--- config.mk ---
export PLATFORM = sky130hd
export DESIGN_NAME = vbuf_top
export DESIGN_NICKNAME = d
export VERILOG_FILES = /design/src/rtl/vbuf_pkg.sv /design/src/rtl/vbuf_tag_match.sv /design/src/rtl/vbuf_victim_pick.sv /design/src/rtl/vbuf_age_ctrl.sv /design/src/rtl/vbuf_top.sv
export SDC_FILE = /design/constraint.sdc
export NUM_CORES = 1
export LEC_CHECK = 0
export BUFFER_PORTS_ARGS = -buffer_cell sky130_fd_sc_hd__buf_2
export CORE_MARGIN = 2
export CORE_UTILIZATION = 49
export CTS_CLUSTER_SIZE = 25
export DETAILED_ROUTE_END_ITERATION = 6
export GPL_ROUTABILITY_DRIVEN = 0
export HOLD_SLACK_MARGIN = 0.15
export PLACE_DENSITY_LB_ADDON = 0.08
export SYNTH_ARGS = -nofsm -noshare
export SYNTH_HDL_FRONTEND = slang
export SYNTH_HIERARCHICAL = 1
export SYNTH_SLANG_ARGS = --single-unit
--- constraint.sdc ---
create_clock -name clk -period 3.4 [get_ports clk]
set_input_delay 0.51 -clock clk [delete_from_list [all_inputs] [get_ports clk]]
set_output_delay 0.51 -clock clk [all_outputs]
set_load 0.05 [all_outputs]
--- src/rtl/vbuf_pkg.sv ---
package vbuf_pkg;

  // Outcome of a lookup, decided in the cycle the lookup is sampled.
  typedef enum logic [1:0] {
    VB_IDLE = 2'd0,
    VB_HIT  = 2'd1,
    VB_MISS = 2'd2
  } vb_outcome_e;

endpackage

--- src/rtl/vbuf_tag_match.sv ---
module vbuf_tag_match #(
  parameter int ENTRIES = 4,
  parameter int ADDR_W  = 8,
  localparam int IDX_W  = (ENTRIES > 1) ? $clog2(ENTRIES) : 1
) (
  input  logic                           clk,
  input  logic                           rst_n,
  input  logic [ENTRIES-1:0]             vld_i,
  input  logic [ENTRIES-1:0][ADDR_W-1:0] tag_i,
  input  logic [ADDR_W-1:0]              addr_i,
  output logic                           hit_o,
  output logic [IDX_W-1:0]               hit_idx_o
);

  logic [ENTRIES-1:0] match_vec;

  // One comparator for each entry.
  for (genvar g = 0; g < ENTRIES; g++) begin : g_cmp
    assign match_vec[g] = vld_i[g] && (tag_i[g] == addr_i);
  end

  always_comb begin
    hit_idx_o = '0;
    for (int i = 0; i < ENTRIES; i++) begin
      if (match_vec[i]) hit_idx_o = IDX_W'(i);
    end
  end

  assign hit_o = |match_vec;

  // no address is ever held in two valid entries, so a match is unique.
  assert_unique_match_R3: assert property (@(posedge clk) disable iff (!rst_n)
    $onehot0(match_vec));

endmodule

--- src/rtl/vbuf_victim_pick.sv ---
module vbuf_victim_pick #(
  parameter int ENTRIES = 4,
  localparam int IDX_W  = (ENTRIES > 1) ? $clog2(ENTRIES) : 1
) (
  input  logic [ENTRIES-1:0]            vld_i,
  input  logic [ENTRIES-1:0][IDX_W-1:0] age_i,
  output logic [IDX_W-1:0]              victim_o,
  output logic                          victim_was_valid_o
);

  logic              any_free;
  logic [IDX_W-1:0]  free_idx;
  logic [IDX_W-1:0]  old_idx;

  // The lowest-numbered empty slot is chosen first.
  always_comb begin
    any_free = 1'b0;
    free_idx = '0;
    for (int i = ENTRIES - 1; i >= 0; i--) begin
      if (!vld_i[i]) begin
        any_free = 1'b1;
        free_idx = IDX_W'(i);
      end
    end
  end

  // With every slot full the ages are distinct and the oldest one has the top rank.
  always_comb begin
    old_idx = '0;
    for (int i = 0; i < ENTRIES; i++) begin
      if (vld_i[i] && (age_i[i] == IDX_W'(ENTRIES - 1))) old_idx = IDX_W'(i);
    end
  end

  assign victim_o           = any_free ? free_idx : old_idx;
  assign victim_was_valid_o = !any_free;

endmodule

--- src/rtl/vbuf_age_ctrl.sv ---
module vbuf_age_ctrl #(
  parameter int ENTRIES = 4,
  localparam int IDX_W  = (ENTRIES > 1) ? $clog2(ENTRIES) : 1
) (
  input  logic                          clk,
  input  logic                          rst_n,
  input  logic [ENTRIES-1:0]            vld_i,
  input  logic                          ins_en_i,
  input  logic [IDX_W-1:0]              ins_idx_i,
  input  logic                          ins_was_valid_i,
  input  logic                          kill_en_i,
  input  logic [IDX_W-1:0]              kill_idx_i,
  output logic [ENTRIES-1:0][IDX_W-1:0] age_o
);

  logic [ENTRIES-1:0][IDX_W-1:0] age_q, age_d;
  logic                          upd_en;

  assign upd_en = ins_en_i || kill_en_i;

  // Rank 0 is the newest insertion. The ranks of valid entries stay distinct.
  always_comb begin
    age_d = age_q;
    for (int i = 0; i < ENTRIES; i++) begin
      if (ins_en_i) begin
        if (IDX_W'(i) == ins_idx_i) begin
          age_d[i] = '0;
        end else if (vld_i[i] && (!ins_was_valid_i || (age_q[i] < age_q[ins_idx_i]))) begin
          age_d[i] = age_q[i] + 1'b1;
        end
      end
      if (kill_en_i && vld_i[i] && (IDX_W'(i) != kill_idx_i) &&
          (age_q[i] > age_q[kill_idx_i])) begin
        age_d[i] = age_q[i] - 1'b1;
      end
    end
  end

  always_ff @(posedge clk or negedge rst_n) begin
    if (!rst_n) begin
      age_q <= '0;
    end else if (upd_en) begin
      age_q <= age_d;
    end
  end

  assign age_o = age_q;

  // an insertion and a removal never fall in the same cycle.
  assert_single_update_R8: assert property (@(posedge clk) disable iff (!rst_n)
    !(ins_en_i && kill_en_i));

endmodule

--- src/rtl/vbuf_top.sv ---
module vbuf_top #(
  parameter int ENTRIES = 4,
  parameter int ADDR_W  = 8,
  parameter int DATA_W  = 16,
  localparam int IDX_W  = (ENTRIES > 1) ? $clog2(ENTRIES) : 1
) (
  input  logic              clk,
  input  logic              rst_n,
  input  logic              lkp_valid_i,
  input  logic [ADDR_W-1:0] lkp_addr_i,
  input  logic              ev_valid_i,
  input  logic [ADDR_W-1:0] ev_addr_i,
  input  logic [DATA_W-1:0] ev_data_i,
  output logic              rsp_valid_o,
  output logic              rsp_hit_o,
  output logic [ADDR_W-1:0] swap_addr_o,
  output logic [DATA_W-1:0] swap_data_o,
  output logic              fwd_valid_o,
  output logic [ADDR_W-1:0] fwd_addr_o
);
  import vbuf_pkg::*;

  // Entry storage
  logic [ENTRIES-1:0]             vld_q, vld_d;
  logic [ENTRIES-1:0][ADDR_W-1:0] tag_q;
  logic [ENTRIES-1:0][DATA_W-1:0] dat_q;
  logic [ENTRIES-1:0][IDX_W-1:0]  age;

  // Search and victim choice
  logic              hit;
  logic [IDX_W-1:0]  hit_idx;
  logic [IDX_W-1:0]  victim;
  logic              victim_was_valid;
  vb_outcome_e       outcome;

  // Write controls
  logic              wr_en;
  logic [IDX_W-1:0]  wr_idx;
  logic              ins_en;
  logic              ins_was_valid;
  logic              kill_en;

  // Response registers
  logic              rsp_valid_q, rsp_hit_q, fwd_valid_q;
  logic [ADDR_W-1:0] swap_addr_q, fwd_addr_q;
  logic [DATA_W-1:0] swap_data_q;

  vbuf_tag_match #(.ENTRIES(ENTRIES), .ADDR_W(ADDR_W)) u_match (
    .clk       (clk),
    .rst_n     (rst_n),
    .vld_i     (vld_q),
    .tag_i     (tag_q),
    .addr_i    (lkp_addr_i),
    .hit_o     (hit),
    .hit_idx_o (hit_idx)
  );

  vbuf_victim_pick #(.ENTRIES(ENTRIES)) u_pick (
    .vld_i              (vld_q),
    .age_i              (age),
    .victim_o           (victim),
    .victim_was_valid_o (victim_was_valid)
  );

  vbuf_age_ctrl #(.ENTRIES(ENTRIES)) u_age (
    .clk             (clk),
    .rst_n           (rst_n),
    .vld_i           (vld_q),
    .ins_en_i        (ins_en),
    .ins_idx_i       (wr_idx),
    .ins_was_valid_i (ins_was_valid),
    .kill_en_i       (kill_en),
    .kill_idx_i      (hit_idx),
    .age_o           (age)
  );

  always_comb begin
    if (!lkp_valid_i) outcome = VB_IDLE;
    else if (hit)     outcome = VB_HIT;
    else              outcome = VB_MISS;
  end

  // Next-state decisions
  always_comb begin
    vld_d         = vld_q;
    wr_en         = 1'b0;
    wr_idx        = victim;
    ins_en        = 1'b0;
    ins_was_valid = victim_was_valid;
    kill_en       = 1'b0;
    unique case (outcome)
      VB_HIT: begin
        wr_idx = hit_idx;
        if (ev_valid_i) begin
          // Swap: the overwritten line takes the slot and counts as newest.
          wr_en         = 1'b1;
          ins_en        = 1'b1;
          ins_was_valid = 1'b1;
        end else begin
          kill_en         = 1'b1;
          vld_d[hit_idx]  = 1'b0;
        end
      end
      VB_MISS: begin
        if (ev_valid_i) begin
          wr_en          = 1'b1;
          ins_en         = 1'b1;
          vld_d[victim]  = 1'b1;
        end
      end
      default: ;
    endcase
  end

  always_ff @(posedge clk or negedge rst_n) begin
    if (!rst_n) begin
      vld_q <= '0;
    end else if (lkp_valid_i) begin
      vld_q <= vld_d;
    end
  end

  // Tag and data arrays: no reset, written only with their enable.
  always_ff @(posedge clk) begin
    if (wr_en) begin
      tag_q[wr_idx] <= ev_addr_i;
      dat_q[wr_idx] <= ev_data_i;
    end
  end

  always_ff @(posedge clk or negedge rst_n) begin
    if (!rst_n) begin
      rsp_valid_q <= 1'b0;
      rsp_hit_q   <= 1'b0;
      fwd_valid_q <= 1'b0;
    end else begin
      rsp_valid_q <= lkp_valid_i;
      rsp_hit_q   <= (outcome == VB_HIT);
      fwd_valid_q <= (outcome == VB_MISS);
    end
  end

  always_ff @(posedge clk) begin
    if (outcome == VB_HIT) begin
      swap_addr_q <= tag_q[hit_idx];
      swap_data_q <= dat_q[hit_idx];
    end
    if (outcome == VB_MISS) begin
      fwd_addr_q <= lkp_addr_i;
    end
  end

  assign rsp_valid_o = rsp_valid_q;
  assign rsp_hit_o   = rsp_hit_q;
  assign swap_addr_o = swap_addr_q;
  assign swap_data_o = swap_data_q;
  assign fwd_valid_o = fwd_valid_q;
  assign fwd_addr_o  = fwd_addr_q;

  // a response follows every lookup one cycle later.
  assert_rsp_follows_R2: assert property (@(posedge clk) disable iff (!rst_n)
    lkp_valid_i |=> rsp_valid_o);

  // an idle cycle leaves the entries alone and produces no response.
  assert_idle_quiet_R10: assert property (@(posedge clk) disable iff (!rst_n)
    !lkp_valid_i |=> (!rsp_valid_o && !fwd_valid_o && $stable(vld_q)));

  // a forward request appears only together with a miss response.
  assert_fwd_on_miss_R5: assert property (@(posedge clk) disable iff (!rst_n)
    fwd_valid_o |-> (rsp_valid_o && !rsp_hit_o));

  // while there is room, storing a line raises the occupancy by one.
  assert_fill_free_R7: assert property (@(posedge clk) disable iff (!rst_n)
    (lkp_valid_i && !hit && ev_valid_i && ($countones(vld_q) < ENTRIES))
      |=> ($countones(vld_q) == $countones($past(vld_q)) + 1));

  // a hit without an incoming line lowers the occupancy by one.
  assert_remove_R9: assert property (@(posedge clk) disable iff (!rst_n)
    (lkp_valid_i && hit && !ev_valid_i)
      |=> ($countones(vld_q) + 1 == $countones($past(vld_q))));

endmodule

# After elaboration in Yosys (flattened, before gate mapping)
# Cells that the tools add are included.
word_totals:
  register_bits: 143
  inputBits: 36
  out_inout_bits: 35
  wordCells: 173
classes:
  addsub: 8
  magnitude_cmp: 14
  n_eq_ne: 17
  muxes: 61
  n_bitwise: 3
  n_reduce_logical: 51
ops:
  columns: ["op", "n"]
  rows:
  - ["$bwmux 64", 1]
  - ["$mux 2", 30]
  - ["$bmux 16 s2", 1]
  - ["$bwmux 32", 1]
  - ["$demux 16 s2", 1]
  - ["$eq 8x8->1", 4]
  - ["$mux 16", 2]
  - ["$logic_and 1x1->1", 26]
  - ["$bmux 8 s2", 1]
  - ["$demux 8 s2", 1]
  - ["$mux 8", 2]
  - ["$mux 1", 14]
  - ["$reduce_and 3->1", 4]
  - ["$reduce_bool 2->1", 6]
  - ["$reduce_bool 3->1", 4]
  - ["$lt 2x3->1 const B", 3]
  - ["$add 2x1->2 const B", 4]
  - ["$bmux 2 s2", 2]
  - ["$eq 2x2->1 const B", 4]
  - ["$gt 2x2->1", 4]
  - ["$lt 2x2->1", 4]
  - ["$mux 4", 2]
  - ["$pmux 4 s2", 1]
  - ["$sub 2x1->2 const B", 4]
  - ["17 further kinds", 28]

# Depth between registers and ports, before layout
# Gate-level depths: netlist of run 1.
depth:
  ltp_word: 16
  depth_mapped: 16
  depth_no_buf: 14

# Cells and area by module
# Netlist of run 1, hierarchy kept.
by_module_without_submodules:
  columns: ["module", "n_inst", "cells_each", "area_each_um2", "seq_area_each_um2"]
  rows:
  - ["vbuf_top", 1, 199, 4829.6, 4018.9]
  - ["vbuf_age_ctrl", 1, 144, 1281.2, 200.2]
  - ["vbuf_tag_match", 1, 49, 374.1, 0.0]
  - ["vbuf_victim_pick", 1, 10, 65.1, 0.0]

# Worst setup path before layout of run 1
# Ideal clock, no wire load.
synth_path:
  path_kind: "input port to flip-flop"
  startpoint: "in lkp_addr_i[2]"
  endpoint: "reg u_age.age_q, in the netlist u_age/age_o[6]"
  setup_ns: 0.132
  arrival_time_ns: 3.672
  required_ns: 3.268
  setup_slack_ns: -0.404
  cell_stages: 16
  path_buffers: 2
  cell_sequence: "xor2_1 > nor4_1 > nand4_1 > o21ai_1 > buf_6 > nand3_1 > a21boi_2 > inv_1 > buf_6 > mux4_2 > inv_1 > ha_1 > and2_1 > o2111a_1 > o311ai_1 > o21ai_1"
synth_via:
  word_cells_on_any_way: 42
  classes_between: "order compare: 2; eq/ne: 8; mux: 16; reduce/logical: 16"
synth_rtl:
  columns: ["item", "line_no", "source"]
  rows:
  - ["from (decl)", "vbuf_top.sv:10", "input logic [ADDR_W-1:0] lkp_addr_i,"]
  - ["$eq 8x8->1", "vbuf_tag_match.sv:19", "assign match_vec[g] = vld_i[g] && (tag_i[g] == addr_i);"]
  - ["$logic_and 1x1->1", "vbuf_tag_match.sv:19", null]
  - ["$mux 1", "vbuf_tag_match.sv:25", "if (match_vec[i]) hit_idx_o = IDX_W'(i);"]
  - ["$mux 2", "vbuf_tag_match.sv:25", null]
  - ["$mux 2 (*)", "vbuf_tag_match.sv:25", null]
  - ["named net hit_idx[0]", "vbuf_top.sv:31", "logic [IDX_W-1:0] hit_idx;"]
  - ["$mux 2 (*)", "vbuf_top.sv:91", "unique case (outcome)"]
  - ["named net wr_idx[0]", "vbuf_top.sv:38", "logic [IDX_W-1:0] wr_idx;"]
  - ["$bmux 2 s2", "vbuf_age_ctrl.sv:28", "end else if (vld_i[i] && (!ins_was_valid_i || (age_q[i] < age_q[ins_idx_i]))) begin"]
  - ["$mux 2 (not written as such)", "vbuf_age_ctrl.sv:28", null]
  - ["$lt 2x2->1", "vbuf_age_ctrl.sv:28", null]
  - ["$logic_or 1x1->1", "vbuf_age_ctrl.sv:28", null]
  - ["$logic_and 1x1->1", "vbuf_age_ctrl.sv:28", null]
  - ["$reduce_bool 3->1 (no source line)", null, null]
  - ["$reduce_and 3->1 (no source line)", null, null]
  - ["to (signal assigned)", "vbuf_age_ctrl.sv:43", "age_q <= age_d;"]
  - ["to (decl)", "vbuf_age_ctrl.sv:16", "logic [ENTRIES-1:0][IDX_W-1:0] age_q, age_d;"]
# The timed path passes the listed nets; every way through them passes the cells marked *. The select of a mux whose other input is x is not followed.
# A chain may end at the register's enable or synchronous reset.

# Worst setup path after layout of run 1
layout_path:
  startpoint: "reg tag_q[10] in the netlist's numbering"
  endpoint: "reg u_age.age_q, in the netlist u_age/age_o[4]"
layout_via:
  elab_chain_len: 14
  word_cells_on_any_way: 36
  classes_between: "order compare: 2; eq/ne: 5; mux: 16; reduce/logical: 13"
layout_lines:
  columns: ["item", "line_no", "source"]
  rows:
  - ["from (decl)", "vbuf_top.sv:25", "logic [ENTRIES-1:0][ADDR_W-1:0] tag_q;"]
  - ["from (signal, indexed assignment)", "vbuf_top.sv:126", "tag_q[wr_idx] <= ev_addr_i;"]
  - ["$eq 8x8->1 (*)", "vbuf_tag_match.sv:19", null]
  - ["$logic_and 1x1->1 (*)", "vbuf_tag_match.sv:19", null]
  - ["$reduce_or 4->1 (*)", "vbuf_tag_match.sv:29", "assign hit_o = |match_vec;"]
  - ["named net hit", "vbuf_top.sv:30", "logic hit;"]
  - ["$mux 2 (*)", "vbuf_top.sv:79", "else if (hit) outcome = VB_HIT;"]
  - ["$mux 2 (*)", "vbuf_top.sv:78", "if (!lkp_valid_i) outcome = VB_IDLE;"]
  - ["$eq 2x1->1 (*)", "vbuf_top.sv:91", null]
  - ["$mux 2 (*)", "vbuf_top.sv:91", null]
  - ["named net wr_idx[0]", "vbuf_top.sv:38", null]
  - ["$bmux 2 s2", "vbuf_age_ctrl.sv:28", null]
  - ["$mux 2 (not written as such)", "vbuf_age_ctrl.sv:28", null]
  - ["$lt 2x2->1", "vbuf_age_ctrl.sv:28", null]
  - ["$logic_or 1x1->1", "vbuf_age_ctrl.sv:28", null]
  - ["$logic_and 1x1->1", "vbuf_age_ctrl.sv:28", null]
  - ["$reduce_bool 3->1 (no source line)", null, null]
  - ["$reduce_and 3->1 (no source line)", null, null]
# Marks and branches as above.

==> results.py, run 1 <==
metrics = {
    "logic_synthesis": {
        "synthAdderAreaFrac_pct": 2.29,
        "synth_nets": 450,
        "synth_largest_area_cell": "edfxtp_1",
        "synth_area_leaders": "edfxtp_1 59%, mux4_2 6.9%, dfrtp_1 5.7%",
        "yosysTopAreaCellShare_pct": 58.7,
        "syn_avg_cell_area_um2": 16.3,
        "yosys_most_used_dff": "edfxtp_1",
        "ys_ff_latch": 143,
        "async_flop_share_pct": 10.5,
        "yosys.area_share.simple_pct": 8.79,
        "yosysWarnings": 6,
        "synth_compound_area_share_pct": 7.24,
        "synth-edff-count": 128,
        "syn_inst": 402,
        "synth_top_family_by_area": "multiplexers",
        "synthMuxAreaShare_pct": 10.6,
        "synth-xor-area-share_pct": 4.28,
        "yosysSeqAreaShare_pct": 64.4,
        "syn-cell-area_mm2": 0.00655,
        "synth_cell_types": 59,
    },
    "timing": {
        "fmax_ghz": 0.297,
        "slew_headroom_pct": 65.8,
        "setup_violations": 0,
        "holdWs_ns": 0.299,
        "clock_skew_ns": 0.00530,
        "slew_violations": 0,
        "worstMarginPinSlew_ns": 0.498,
        "timing.final.crit_share_pct": 99.0,
        "hold_viol": 0,
        "period_needed_ns": 3.37,
        "grt_setup_unrepaired": "yes",
    },
    "die": {
        "initial_core_util_pct": 49.9,
        "die_w_um": 120,
        "core_mm2": 0.0131,
        "num_rows": 42,
        "die_h_um": 120,
        "die_area_mm2": 0.0143,
        "ios": 71,
    },
    "detailed_routing": {
        "via_per_inst": 5.57,
        "vias": 3998,
        "drt-total-wl_um": 13800,
        "drtAntennaViolNets": 0,
        "drtIter0Drc": 228,
        "firstDrtPassIters": 4,
        "avgRoutedWirePerCell_um": 19.2,
        "drcViolationCount": 0,
    },
    "layout": {
        "nets": 577,
        "area_delta_synth_final_pct": 24.2,
        "drive_gt1_share_pct": 36.7,
        "layout_commonest_cell": "edfxtp_1",
        "final_area_mm2": 0.00814,
        "final_util_pct": 61.9,
        "fin_cells": 718,
        "diodes": 0,
        "final_cell_mix": "128 x edfxtp_1, 70 x buf_2, 42 x buf_4",
    },
    "place": {
        "post-dp-hpwl_um": 9140,
        "place_inst": 679,
        "postPlaceCellArea_mm2": 0.00746,
        "port_buffers": 70,
    },
    "global_routing": {
        "grt_pass1_wl_um": 21500,
        "grt_max_degree": 29,
        "grt_pass1_vias": 4092,
        "grtUsageTotal_pct": 20.3,
        "grt_overflow": 0,
        "antenna_found_initial": 0,
    },
    "power_and_ir_drop": {
        "leakage_nw": 2.97,
        "combPwrFrac_pct": 37.6,
        "switching_share_pct": 35.3,
        "peakVddDrop_v": 0.000420,
        "powerDensity_mw_per_mm2": 847,
        "pwr-share-clk_pct": 26.6,
        "p_int_mw": 4.46,
        "seqPwrFrac_pct": 35.8,
        "total_power_mw": 6.89,
        "p_sw_mw": 2.43,
    },
    "setup_path": {
        "cp_common_cell": "nand4_1",
        "crit_path_end_kind": "register",
        "slowest_stage": "mux4_2",
        "cp_top_family": "simple AND/OR/NAND/NOR gates",
        "worst_ep_arrival_time_ns": 3.66,
        "crit_chain": "xor2_1 > nor4_2 > nand4_1 > buf_4 > nand4_1 > nand3_2 > a21boi_4 > inv_2 > mux4_2 > inv_4 > ha_1 > and2_1 > o2111a_1 > o311ai_1 > o21ai_1",
        "cp_data_required_time_ns": 3.69,
        "critPathBufInv": 3,
        "worstSetupStartpointType": "register",
        "cp_slowest_stage_delay_ns": 0.52,
        "critical_path_class": "register to register",
        "critPathMaxFanout": 4,
    },
    "cts": {
        "cts_tree": "built",
        "cts_sinks": 143,
        "clkTransAtPathRegs_ns": 0.06,
        "htreeDepth": 4,
        "clockRootBuffer": "clkbuf_16",
        "cts_buffers": 17,
        "clockBufferDepth": 2,
        "clkLatencyLatePin_ns": 0.42,
    },
    "hold_path": {
        "hold_class": "input port to register",
    },
    "job": {
        "max_cap_viol_count": 0,
    },
    "status": {
        "status": "finished, final reports clean",
    },
}
[metrics by stage]
stage	TNS, ns	setup WS (ns)
final	0	0.0344
after global routing	-0.714	-0.159
after CTS	-0.0173	-0.0112
after detailed placement	-2.31	-0.377
after global placement	-1.62	-0.239
after floorplan	-1.06	-0.160
[area by class of cell]
type | count | area, um2
Fill cell | 1020 | 5000
Sequential cell | 143 | 4220
Multi-Input combinational cell | 232 | 2240
Timing Repair Buffer | 120 | 807
Clock buffer | 17 | 425
Tap cell | 176 | 220
Clock inverter | 15 | 160
Inverter | 15 | 58.8
[timing repair]
action / 4_1_cts / 5_1_grt
resized for setup: 4 / 5
hold buffers: 1 / 0
buffers inserted: 4 / 2
setup endpoints to repair: 8 / 8
endpoints found under the hold margin: 15 / 0
pin swaps: 4 / 3
cloned: 0 / 0
[worst reg2reg max path: stages (launching register included)]
cell,delay (ns)
edfxtp_1,0.40
xor2_1,0.18
nor4_2,0.31
nand4_1,0.21
buf_4,0.19
nand4_1,0.15
nand3_2,0.08
a21boi_4,0.14
inv_2,0.08
mux4_2,0.52
inv_4,0.11
ha_1,0.22
and2_1,0.15
o2111a_1,0.14
o311ai_1,0.25
o21ai_1,0.10
[cell usage after synthesis, types with 6 or more instances]
library cell and number:
xor2_1 21, mux4_1 7, nor2_1 13, xnor2_1 11, and2_1 7, inv_1 15, nor3_1 6, buf_2 6
edfxtp_1 128, o311ai_1 6, mux4_2 20, nand2b_1 6, nand4_1 10, a21oi_1 10, nor2b_1 9, dfrtp_1 15
ha_1 12, nand2_1 21
[logic make-up (layout without fill, tap and decap cells)]
logic type	count (synthesis)	after routing
AOI/OAI and AO/OA	56	56
DFF	143	143
xor gates and xnor gates	32	32
buffers and inverters	27	167
adders and majority gates	12	12
muxes	32	32
and+or+nand+nor	100	100
[metal layers]
metal / vias to the layer above / share of wire (%) / wire (um) / GRT usage (%)
li1: 1864 / - / - / -
met1: 2019 / 42 / 5800 / 25.7
met2: 100 / 51 / 7080 / 33.4
met3: 15 / 5.0 / 685 / 6.08
met4: 0 / 1.4 / 198 / 7.57
met5: - / 0 / 0 / 0
[state kept, by name, indices dropped and copies added, names as in the netlist]
name,cells
rsp_hit_o,1
tag_q,32
rsp_valid_o,1
swap_data_o,16
vld_q,4
fwd_valid_o,1
swap_addr_o,8
fwd_addr_o,8
u_age/age_o,8
dat_q,64
[final timing paths]
| path | cells past startpoint | end | slack [ns] | startpoint |
|---|---|---|---|---|
| worst min-delay path | 1 | dat_q[46] | 0.30 | ev_data_i[14] |
| max in group asynchronous | 2 | u_age/age_o[4] | 2.59 | rst_n |
| worst max register to register | 15 | u_age/age_o[4] | 0.03 | tag_q[10] |
| worst min register to register | 1 | swap_data_o[1] | 0.62 | dat_q[1] |
| worst max-delay path | 15 | u_age/age_o[4] | 0.03 | tag_q[10] |
| min in group asynchronous | 2 | vld_q[0] | 0.54 | rst_n |
[power by group through the flow]
stage | registers (mW) | logic (mW) | clock network [mW]
2_1_floorplan | 2.50 | 1.77 | 0
3_3_place_gp | 2.49 | 2.42 | 0
3_5_place_dp | 2.50 | 2.50 | 0
4_1_cts | 2.47 | 2.52 | 1.87
5_1_grt | 2.50 | 2.82 | 1.94
6_report | 2.47 | 2.59 | 1.83
Note: power is estimated with default switching activity, not from simulation.
==> run 2: changes to the inputs <==
SYNTH_HIERARCHICAL = not set   (was 1)
==> results.py, run 2 <==
metrics = {
    "global_routing": {
        "grtUsageTotal_pct": 23.0,
        "antenna_found_initial": 0,
        "grt_pass1_wl_um": 24400,
        "grt_overflow": 0,
        "grt_max_degree": 48,
        "grt_pass1_vias": 4559,
    },
    "timing": {
        "fmax_ghz": 0.285,
        "holdWs_ns": 0.300,
        "slew_violations": 0,
        "hold_viol": 0,
        "fin_ws_ns": -0.103,
        "clock_skew_ns": 0.0163,
        "setup_violations": 3,
        "period_needed_ns": 3.50,
        "grt_setup_unrepaired": "yes",
        "timing.final.crit_share_pct": 103,
        "worstMarginPinSlew_ns": 0.502,
        "slew_headroom_pct": 66.5,
    },
    "detailed_routing": {
        "drtIter0Drc": 412,
        "firstDrtPassIters": 5,
        "drtAntennaViolNets": 0,
        "via_per_inst": 5.64,
        "drcViolationCount": 0,
        "avgRoutedWirePerCell_um": 19.3,
        "drt-total-wl_um": 15300,
        "vias": 4481,
    },
    "logic_synthesis": {
        "synth-edff-count": 128,
        "syn_inst": 481,
        "synth_area_leaders": "edfxtp_1 59%, dfrtp_1 5.8%, a22oi_1 4.3%",
        "synth_nets": 528,
        "syn_avg_cell_area_um2": 13.6,
        "yosysTopAreaCellShare_pct": 58.9,
        "syn-cell-area_mm2": 0.00653,
        "yosysWarnings": 0,
        "async_flop_share_pct": 10.5,
        "synth_largest_area_cell": "edfxtp_1",
        "netlist_top_cells_count": "128 x edfxtp_1, 37 x a22oi_1, 36 x nand2_1",
        "synth_most_common_cell": "edfxtp_1",
        "yosys_most_used_dff": "edfxtp_1",
        "synth_cell_types": 65,
        "ys_ff_latch": 143,
        "yosysSeqAreaShare_pct": 64.6,
    },
    "cts": {
        "clkLatencyLatePin_ns": 0.43,
        "cts_tree": "built",
        "cts_sinks": 143,
        "clkTransAtPathRegs_ns": 0.06,
        "clockBufferDepth": 2,
        "cts_buffers": 17,
        "htreeDepth": 4,
        "clockRootBuffer": "clkbuf_16",
    },
    "layout": {
        "ff_latch_area_mm2": 0.00422,
        "drive_gt1_share_pct": 33.6,
        "layout_commonest_cell": "edfxtp_1",
        "nets": 653,
        "fillCellCount": 1029,
        "multi_input_area_mm2": 0.00227,
        "fin_cells": 795,
        "diodes": 0,
        "final_cell_mix": "128 x edfxtp_1, 70 x buf_2, 55 x buf_4",
        "largest_register_ffs": 64,
        "area_delta_synth_final_pct": 26.4,
        "largest-register": "dat_q",
    },
    "place": {
        "port_buffers": 70,
        "place_inst": 757,
        "preCtsSetupSlack_ns": -0.481,
        "post-dp-hpwl_um": 10000,
    },
    "setup_path": {
        "critical_path_class": "register to register",
        "critPathMaxFanout": 6,
        "critPathLaunch": "tag_q[20]",
        "worstReg2RegStart": "tag_q[20]",
        "setup.worst_path.end": "u_age.age_o[2]",
        "rr_endpoint": "u_age.age_o[2]",
        "crit_chain": "xnor2_1 > nand4_1 > nor4_4 > buf_6 > nor2b_4 > a221o_1 > a22oi_2 > ha_1 > a211o_1 > or4b_4 > nand2_2 > o31ai_2 > o211ai_1 > or3b_1",
        "worstSetupStartpointType": "register",
        "cp_slowest_stage_delay_ns": 0.53,
        "ff2ff_setup_slack_ns": -0.10,
        "crit_path_end_kind": "register",
        "slowest_stage": "or4b_4",
        "ff2ff_path_depth": 14,
        "worst_ep_arrival_time_ns": 3.81,
        "cp_data_required_time_ns": 3.70,
    },
    "power_and_ir_drop": {
        "combPwrFrac_pct": 36.7,
        "seqPwrFrac_pct": 35.5,
        "total_power_mw": 6.71,
        "p_sw_mw": 2.25,
        "pwr-share-clk_pct": 27.8,
        "powerDensity_mw_per_mm2": 813,
        "switching_share_pct": 33.5,
        "peakVddDrop_v": 0.000432,
        "p_int_mw": 4.46,
        "leakage_nw": 3.08,
    },
    "hold_path": {
        "hold_class": "input port to register",
        "hold_path_depth": 1,
    },
    "status": {
        "status": "complete, but fails checks",
        "violations": "negative setup slack",
    },
    "die": {
        "initial_core_util_pct": 49.7,
        "die_w_um": 119,
        "die_area_mm2": 0.0143,
        "num_rows": 42,
        "die_h_um": 119,
        "ios": 71,
        "core_mm2": 0.0131,
    },
    "job": {
        "max_cap_viol_count": 0,
    },
}
[run 2: cell count changes after synthesis, sizes merged, moves of 16 or more]
cell / delta
a22oi: +38
clkbuf: +16
mux4: -27
o21ai: +20
xnor2: +20
xor2: -20
[run 2: worst min path at each step]
stage                      start  slack [ns]     endpoint
floorplan                  rst_n        0.21  fwd_valid_o
global route        ev_data_i[8]        0.29    dat_q[56]
CTS                 ev_data_i[0]        0.28    dat_q[16]
detailed placement         rst_n        0.46  fwd_valid_o
global placement           rst_n        0.46  rsp_valid_o
finish              ev_data_i[0]        0.30    dat_q[16]
[run 2: power by group through the flow]
stage | logic, mW | clock network, mW | registers [mW]
2_1_floorplan | 1.49 | 0 | 2.42
3_3_place_gp | 2.25 | 0 | 2.41
3_5_place_dp | 2.30 | 0 | 2.41
4_1_cts | 2.34 | 1.89 | 2.38
5_1_grt | 2.69 | 1.97 | 2.41
6_report | 2.46 | 1.86 | 2.38
[run 2: layout make-up]
| class | count | share of cell area [%] |
|---|---|---|
| Sequential cell | 143 | 51.1 |
| Multi-Input combinational cell | 296 | 27.5 |
| Timing Repair Buffer | 133 | 10.8 |
| Clock buffer | 18 | 5.20 |
| Tap cell | 176 | 2.67 |
| Clock inverter | 14 | 1.99 |
| Inverter | 15 | 0.682 |
[run 2: cell families after synthesis]
group                      after synthesis  synth area share [%]
AOI/OAI and AO/OA                      140                  15.7
xor gates and xnor gates                32                  4.64
adders and majority gates               13                  2.42
buffers and inverters                   42                  2.93
DFF                                    143                  64.6
muxes                                    8                  1.27
and+or+nand+nor                        103                  8.38
[run 2: what timing repair did]
item | CTS | global route
pin swaps | 7 | 18
setup buffers | 3 | 3
gates cloned | 0 | 0
hold buffers | 1 | 0
resized for setup | 3 | 17
endpoints found under the hold margin | 15 | 0
endpoints found under the setup margin | 6 | 7
[run 2: worst max-delay path, delay by kind of cell (launching register included)]
family	cells	cell delay, ns
xor+xnor	1	0.17
simple gates	6	1.38
flops	1	0.44
fa+ha+maj	1	0.26
compound gates	5	0.96
buf+inv	1	0.17
[run 2: through the flow]
step / utilization, % / area, um2 / setup TNS [ns]
3_3_place_gp: 57.2 / 7510 / -1.35
2_1_floorplan: - / 6640 / -3.15
5_1_grt: 62.8 / 8250 / -0.927
3_5_place_dp: 57.2 / 7510 / -1.81
6_report: 62.8 / 8250 / -0.146
4_1_cts: 62.0 / 8150 / -0.136
[run 2: layer usage]
metal	vias up	global-route usage, %	wire [um]
met1	2177	31.5	6800
li1	2120	-	-
met2	165	35.7	7180
met3	19	5.56	1060
met5	-	0	0
met4	0	9.19	267
==> run 3: changes to the inputs <==
SKIP_CTS_REPAIR_TIMING = 1   (was not set)
==> results.py, run 3 (synthesis results as in run 2) <==
metrics = {
    "place": {
        "port_buffers": 70,
        "postPlaceCellArea_mm2": 0.00751,
        "place_inst": 757,
        "post-dp-hpwl_um": 10000,
        "preCtsSetupSlack_ns": -0.481,
    },
    "layout": {
        "largest_register_ffs": 64,
        "final_area_mm2": 0.00823,
        "layout_commonest_cell": "edfxtp_1",
        "fillCellCount": 1020,
        "ff_latch_area_mm2": 0.00422,
        "multi_input_area_mm2": 0.00226,
        "fin_cells": 794,
        "final_cell_mix": "128 x edfxtp_1, 70 x buf_2, 55 x buf_4",
        "largest-register": "dat_q",
        "diodes": 0,
        "drive_gt1_share_pct": 33.0,
        "area_delta_synth_final_pct": 26.1,
        "nets": 652,
        "final_util_pct": 62.7,
    },
    "cts": {
        "cts_tree": "built",
        "clockRootBuffer": "clkbuf_16",
        "clkLatencyLatePin_ns": 0.43,
        "htreeDepth": 4,
        "clockBufferDepth": 2,
        "cts_buffers": 17,
        "clkTransAtPathRegs_ns": 0.06,
        "cts_sinks": 143,
    },
    "status": {
        "status": "complete, but fails checks",
        "violations": "negative setup slack",
    },
    "global_routing": {
        "grt_pass1_wl_um": 24400,
        "grt_max_degree": 48,
        "grtUsageTotal_pct": 23.0,
        "antenna_found_initial": 0,
        "grt_overflow": 0,
        "grt_pass1_vias": 4565,
    },
    "detailed_routing": {
        "via_per_inst": 5.60,
        "avgRoutedWirePerCell_um": 19.2,
        "drcViolationCount": 0,
        "drt-total-wl_um": 15300,
        "drtIter0Drc": 399,
        "vias": 4446,
        "firstDrtPassIters": 5,
        "drtAntennaViolNets": 0,
    },
    "power_and_ir_drop": {
        "switching_share_pct": 33.5,
        "total_power_mw": 6.69,
        "p_sw_mw": 2.24,
        "pwr-share-clk_pct": 27.9,
        "leakage_nw": 3.08,
        "p_int_mw": 4.45,
        "powerDensity_mw_per_mm2": 813,
        "peakVddDrop_v": 0.000432,
        "combPwrFrac_pct": 36.4,
        "seqPwrFrac_pct": 35.7,
    },
    "setup_path": {
        "cp_slowest_stage_delay_ns": 0.54,
        "worstSetupStartpointType": "register",
        "crit_chain": "xnor2_2 > nand3_2 > nor4_4 > buf_6 > nor2b_4 > a221o_1 > a22oi_2 > ha_1 > a211o_1 > or4b_4 > nand2_4 > o31ai_2 > o211ai_1 > or3b_1",
        "worst_ep_arrival_time_ns": 3.80,
        "critical_path_class": "register to register",
        "slowest_stage": "or4b_4",
        "critPathMaxFanout": 6,
        "cp_data_required_time_ns": 3.71,
        "crit_path_end_kind": "register",
    },
    "die": {
        "num_rows": 42,
        "core_mm2": 0.0131,
        "die_w_um": 119,
        "ios": 71,
        "die_h_um": 119,
        "die_area_mm2": 0.0143,
        "initial_core_util_pct": 49.7,
    },
    "timing": {
        "period_needed_ns": 3.50,
        "worstMarginPinSlew_ns": 0.489,
        "timing.final.crit_share_pct": 103,
        "grt_setup_unrepaired": "yes",
        "holdWs_ns": 0.293,
        "slew_headroom_pct": 67.4,
        "clock_skew_ns": 0.0243,
        "fmax_ghz": 0.286,
        "fin_ws_ns": -0.0965,
        "slew_violations": 0,
        "setup_violations": 1,
        "fin_tns_setup_ns": -0.0965,
        "hold_viol": 0,
    },
    "hold_path": {
        "hold_class": "input port to register",
    },
    "job": {
        "max_cap_viol_count": 0,
    },
}
-- run 3: path summary, 6_finish.rpt --
kind | start | endpoint | slack (ns) | depth (start not counted)
max | tag_q[23] | u_age.age_o[2] | -0.1 | 14
min | ev_data_i[0] | dat_q[16] | 0.29 | 1
max reg2reg | tag_q[23] | u_age.age_o[2] | -0.1 | 14
min reg2reg | dat_q[15] | swap_data_o[15] | 0.55 | 2
max in group asynchronous | rst_n | vld_q[1] | 2.56 | 2
min in group asynchronous | rst_n | vld_q[3] | 0.53 | 2
-- run 3: final cells by class --
type | count | share of cell area (%)
Inverter | 15 | 0.684
Clock inverter | 14 | 1.99
Sequential cell | 143 | 51.2
Timing Repair Buffer | 132 | 10.7
Clock buffer | 18 | 5.21
Tap cell | 176 | 2.67
Multi-Input combinational cell | 296 | 27.5
-- run 3: power groups by stage --
stage	clock [mW]	combinational, mW	sequential, mW
6_report	1.87	2.44	2.39
5_1_grt	1.97	2.67	2.41
4_1_cts	1.89	2.32	2.38
3_5_place_dp	0	2.30	2.41
3_3_place_gp	0	2.25	2.41
2_1_floorplan	0	1.49	2.42
-- run 3: worst max-delay path, delay by kind of cell, from the launching register on --
kind                       cells  cell delay (ns)
DFF                            1             0.44
buffers and inverters          1             0.17
AOI/OAI and AO/OA              5             0.96
and+or+nand+nor                6             1.40
xor gates and xnor gates       1             0.16
adders and majority gates      1             0.26
-- run 3: layer usage --
metal	vias up	part of all wire, %	GRT usage, %
li1	2114	-	-
met1	2169	45	31.6
met2	143	47	35.7
met3	20	5.6	5.36
met4	0	1.9	9.19
met5	-	0	0
